**src/rtl/hz_pkg.sv**
```systemverilog
package hz_pkg;
  // Number of source operands that an instruction in decode can name.
  localparam int unsigned NUM_SRC = 2;

  // Stall history: whether the previous cycle was a stall cycle.
  typedef enum logic {
    ST_RUN  = 1'b0,
    ST_HELD = 1'b1
  } hold_state_e;
endpackage

```
**src/rtl/hz_src_match.sv**
```systemverilog
// Compares one destination against a packed set of source registers.
module hz_src_match #(
  parameter int unsigned W = 5,
  parameter int unsigned N = 2
) (
  input  logic         en_i,
  input  logic [W-1:0] dest_i,
  input  logic [N*W-1:0] srcs_i,
  output logic         hit_o
);
  logic [N-1:0] eq;

  for (genvar g = 0; g < N; g++) begin : g_cmp
    assign eq[g] = (srcs_i[g*W +: W] == dest_i);
  end

  assign hit_o = en_i & (|eq);
endmodule

```
**src/rtl/hz_stall_limiter.sv**
```systemverilog
// Turns a raw hazard into a stall that lasts at most one cycle.
module hz_stall_limiter
  import hz_pkg::*;
(
  input  logic clk,
  input  logic rst,
  input  logic hazard_i,
  output logic stall_o
);
  hold_state_e state_q;

  assign stall_o = hazard_i & ~rst & (state_q == ST_RUN);

  always_ff @(posedge clk) begin
    if (rst) begin
      state_q <= ST_RUN;
    end else begin
      state_q <= stall_o ? ST_HELD : ST_RUN;
    end
  end
endmodule

```
**src/rtl/hz_flush_gate.sv**
```systemverilog
// A flush of the fetch/decode register yields to a stall.
module hz_flush_gate (
  input  logic rst,
  input  logic br_taken_i,
  input  logic stall_i,
  output logic flush_o
);
  assign flush_o = br_taken_i & ~stall_i & ~rst;
endmodule

```
**src/rtl/hz_decode_ctrl.sv**
```systemverilog
module hz_decode_ctrl
  import hz_pkg::*;
#(
  parameter int unsigned REG_ADDR_W = 5
) (
  input  logic                  clk,
  input  logic                  rst,
  input  logic                  idex_mem_read_i,
  input  logic [REG_ADDR_W-1:0] idex_dest_i,
  input  logic [REG_ADDR_W-1:0] ifid_src_a_i,
  input  logic [REG_ADDR_W-1:0] ifid_src_b_i,
  input  logic                  br_taken_i,
  output logic                  pc_write_o,
  output logic                  ifid_write_o,
  output logic                  bubble_sel_o,
  output logic                  ifid_flush_o
);
  localparam int unsigned SRC_BUS_W = NUM_SRC * REG_ADDR_W;

  logic [SRC_BUS_W-1:0] src_bus;
  logic                 hazard;
  logic                 stall;

  // Source B occupies the upper slice and source A the lower slice.
  assign src_bus = {ifid_src_b_i, ifid_src_a_i};

  hz_src_match #(
    .W (REG_ADDR_W),
    .N (NUM_SRC)
  ) u_match (
    .en_i   (idex_mem_read_i),
    .dest_i (idex_dest_i),
    .srcs_i (src_bus),
    .hit_o  (hazard)
  );

  hz_stall_limiter u_limit (
    .clk      (clk),
    .rst      (rst),
    .hazard_i (hazard),
    .stall_o  (stall)
  );

  hz_flush_gate u_flush (
    .rst        (rst),
    .br_taken_i (br_taken_i),
    .stall_i    (stall),
    .flush_o    (ifid_flush_o)
  );

  assign bubble_sel_o = stall;
  assign pc_write_o   = ~stall;
  assign ifid_write_o = ~stall;
endmodule

```
**config.mk**
```make
export PLATFORM = sky130hd
export DESIGN_NAME = hz_decode_ctrl
export DESIGN_NICKNAME = d
export VERILOG_FILES = /design/src/rtl/hz_pkg.sv /design/src/rtl/hz_src_match.sv /design/src/rtl/hz_stall_limiter.sv /design/src/rtl/hz_flush_gate.sv /design/src/rtl/hz_decode_ctrl.sv
export SDC_FILE = /design/constraint.sdc
export NUM_CORES = 1
export LEC_CHECK = 0
export ABC_CLOCK_PERIOD_IN_PS = 910
export BUFFER_PORTS_ARGS = -buffer_cell sky130_fd_sc_hd__buf_4
export CORE_AREA = 2 2 39 41
export DETAILED_ROUTE_END_ITERATION = 8
export DIE_AREA = 0 0 41 43
export SLEW_MARGIN = 15
export SYNTH_ARGS = -nofsm -noshare
export SYNTH_HDL_FRONTEND = slang
export SYNTH_SLANG_ARGS = --single-unit
```
**constraint.sdc**
```tcl
create_clock -name clk -period 0.91 [get_ports clk]
set_input_delay 0.1365 -clock clk [delete_from_list [all_inputs] [get_ports clk]]
set_output_delay 0.1365 -clock clk [all_outputs]
set_load 0.03 [all_outputs]
```
Yosys cells after proc, flatten, opt, wreduce, memory -nomap -nowiden
Index checks and enable logic that the tools add are counted.
W data, S select, Z words.
- eq/ne operators: 2
- muxes and demuxes: 1
- bitwise operators: 8
- reduce and logical (&&, ||, !) cells: 1
- operators with widths (operator ; count):
    $eq A5 B5 Y1 ; 2
    $and A1 B1 Y1 ; 5
    $not A1 Y1 ; 3
    $reduce_or A2 Y1 ; 1
    $mux W1 ; 1
- bits in registers: 1
- output and inout bits: 4
- logic and storage cells: 13

Depth between registers and ports, before layout
- word-level depth: 8
- mapped depth: 5
- mapped depth without buffers: 4

Modules after synthesis
Synthesis repeated with hierarchy kept, for this count alone.
- cells, all modules: 21
- area, all modules: 172.7 um^2
- by module, submodules not included (module ; instances ; cells each ; area each (um^2) ; sequential area each (um^2)):
    hz_src_match ; 1 ; 15 ; 113.9 ; 0.0
    hz_stall_limiter ; 1 ; 3 ; 35.0 ; 20.0
    hz_flush_gate ; 1 ; 1 ; 12.5 ; 0.0
    hz_decode_ctrl ; 1 ; 2 ; 11.3 ; 0.0

Least setup slack after synthesis
Ideal clock, no wire load.
- kind: reg2out
- start point: reg u_limit.state_q
- end point: out ifid_flush_o
- arrival: 1.237 ns
- data required time: 0.774 ns
- slack: -0.463 ns
- cell stages (with the launch flop): 5
- buffers on the path: 0
- path through: dfxtp_1 -> nor2b_1 -> nand2_1 -> o22ai_2 -> nor3b_1
- word-level cells in the longest chain between the ends: 5
- RTL lines (item ; line ; RTL):
    start: declaration ; hz_stall_limiter.sv:10 ; hold_state_e state_q;
    start signal: assignment ; hz_stall_limiter.sv:18 ; state_q <= stall_o ? ST_HELD : ST_RUN;
    $not A1 Y1 ; hz_stall_limiter.sv:12 ; assign stall_o = hazard_i & ~rst & (state_q == ST_RUN);
    $and A1 B1 Y1 ; hz_stall_limiter.sv:12 ;
    $not A1 Y1 ; hz_flush_gate.sv:8 ; assign flush_o = br_taken_i & ~stall_i & ~rst;
    $and A1 B1 Y1 (2 in a row) ; hz_flush_gate.sv:8 ;
    end: declaration ; hz_decode_ctrl.sv:16 ; output logic ifid_flush_o
No other way between the ends.

Final worst setup path
- start point: in idex_dest_i[1]
- end point: out bubble_sel_o
- word-level cells in the longest chain between the ends: 5
- elaborated cells on any way between the ends: 6
- those cells by class: eq/ne: 2; bitwise: 3; reduce/logical: 1
- RTL lines (item ; line ; RTL):
    start: declaration ; hz_decode_ctrl.sv:9 ; input logic [REG_ADDR_W-1:0] idex_dest_i,
    $eq A5 B5 Y1 ; hz_src_match.sv:14 ; assign eq[g] = (srcs_i[g*W +: W] == dest_i);
    $reduce_or A2 Y1 * ; hz_src_match.sv:17 ; assign hit_o = en_i & (|eq);
    $and A1 B1 Y1 * ; hz_src_match.sv:17 ;
    $and A1 B1 Y1 * (2 in a row) ; hz_stall_limiter.sv:12 ;
    end: declaration ; hz_decode_ctrl.sv:15 ; output logic bubble_sel_o,
Mark *: on every way between the ends. The rest lies on a longest branch, timed or not.

==> impl_metrics.toml <==
[sta]
period_share_pct = 136
max_freq_mhz = 809
hold_viol_final = 0
hold_ws_ps = 489
setup_violations = 5
layout_setup_ws_ps = -326
slew_headroom_pct = 84.6
post-route-min-period_ps = 1240
finalMaxSlewViolations = 0
rsz0062_at_grt = "true"
worst_pin_slew_ps = 232
skew_ps = 0

[run_status]
violations = "setup timing"
status = "finished with violations"

[logic_synthesis]
avgSynthCellArea_um2 = 8.42
yosys.area_share.simple_pct = 31.1
synth_compound_area_share_pct = 6.76
synth_top_family_by_area = "XOR/XNOR gates"
synthMuxAreaShare_pct = 0
ys_types = 10
synthTopCellsByArea = "xnor2_1, dfxtp_1, and2b_2"
synthAdderAreaFrac_pct = 0
synth_fp_nets = 41
synth-xor-area-share_pct = 47.3
ys_ff_latch = 1
yosysSeqAreaShare_pct = 10.8
syn_inst = 22
yosys_warnings = 0
synth_largest_area_cell = "xnor2_1"
synth_top_area_share_pct = 47.3
netlist_area_um2 = 185

[setup_path]
slowest_delay_ps = 250
start_kind = "input pin"
crit_type = "in2out"
cp_cell_sequence = "buf_6 -> xnor2_2 -> nand4_1 -> o22ai_4 -> and2b_2 -> buf_6"
timing.rr.start = "u_limit.state_q"
worst_path_max_delay_cell = "o22ai_4"
critPathLaunch = "idex_dest_i[1]"
worst_r2r_path_depth = 4
cpMostUsedCell = "buf_6"
end_kind = "output pin"
arrival_ps = 1100
crit_required_ps = 770
critical_path.max_fanout = 4

[placed_design]
place_congestion = 0.601
numPortBuffers = 22
dp_cells = 60
dp_slack_ps = -406

[cells_and_area]
mostFrequentLayoutCells = "buf_4, xnor2_2, buf_6"
antennaDiodeCount = 0
area_delta_synth_final_pct = 179
largest_register_ffs = 1
largest_registers = "u_limit.state_q: 1 flops"
mostFrequentLayoutCell = "buf_4"
top_register = "u_limit.state_q"
drive_above_1_share_pct = 88.6
nets = 65
layout.cells.non_filler = 60

[global_routing]
grt_max_degree = 5
groute.usage.overall_pct = 7.23
antenna_found_initial = 0
grt_pass1_vias = 251
grt_pass1_wl_um = 945
grt_overflow = 0

[routing]
first_pass_iters = 1
routed_wl_um = 556
vias = 233
routedWlPerCell_um = 9.27
drc = 0
drtIter0Drc = 0
drt-vias-per-instance = 3.88
ant_nets = 0

[min_path]
hp-class = "in2reg"
holdPathStages = 2
min_from = "rst"

[die]
fp.dieW_um = 41
dieHeight_um = 43
die-area_um2 = 1760
io-pin-count = 23
start_util_pct = 13.4
rows = 14
coreArea_um2 = 1380

[power]
ir_drop_mv = 0.199
p_per_area_nw_per_um2 = 526
leakagePower_nw = 0.245

[clock_tree]
cts.reportedPaths.clkPinSlew_ps = 0
clock_latency_ps = 0
cts_setup_buffers = 0

[flow_run]
cap_violations = 0
final timing paths:
kind,slack (ps),endpoint
max,-330,bubble_sel_o
min,490,u_limit.state_q
max reg2reg,-90,u_limit.state_q
min reg2reg,800,u_limit.state_q
cell families (layout without fill, tap and decap cells):
group | after synthesis | after routing
flops | 1 | 1
simple gates | 9 | 9
buf+inv | 1 | 23
compound gates | 1 | 1
xor+xnor | 10 | 10
synth_stat cells, drive strengths merged:
| library cell | n |
|---|---|
| and2b | 2 |
| buf | 1 |
| dfxtp | 1 |
| nand2 | 2 |
| nand2b | 1 |
| nand4 | 2 |
| nor2b | 1 |
| nor3b | 1 |
| o22ai | 1 |
| xnor2 | 10 |
cell type report:
type,count,area [um2]
fillers,142,867
flip-flops and latches,1,20.0
well taps,16,20.0
repair buffers,23,221
multi-input cells,20,255
repair_timing:
action                                  in CTS  in global routing
gates resized for setup                     19                  5
hold buffers                                 0                  0
pin swaps                                   13                  4
endpoints found under the setup margin       5                  5
cloned                                       0                  0
power breakdown:
part           internal, W   total, W  switching (W)  leakage [nW]
logic             0.000147   0.000226      0.0000788         0.237
registers        0.0000456  0.0000460    0.000000370       0.00807
clock network            0          0              0             0
layer usage:
layer	global-route usage, %	part of all wire [%]	up-vias
li1	-	-	116
met1	7.72	32	106
met2	14.7	60	11
met3	0.524	8.3	0
met4	0	0	0
met5	0	0	-
critical path: cells and delay by family:
family | cells | cell delay (ps)
XOR/XNOR | 1 | 130
AND/OR/NAND/NOR | 2 | 350
buffers and inverters | 2 | 220
AO/OA/AOI/OAI | 1 | 250
per-stage QoR:
stage	TNS, ps	util [%]	area [um2]	power, W
2_1_floorplan	-660	-	209	0.000125
3_3_place_gp	-1570	28.2	390	0.000210
3_5_place_dp	-1560	28.2	390	0.000211
4_1_cts	-1190	36.0	498	0.000265
5_1_grt	-1440	37.3	517	0.000287
6_report	-1160	37.3	517	0.000272
Note: power is estimated with default switching activity, not from simulation.
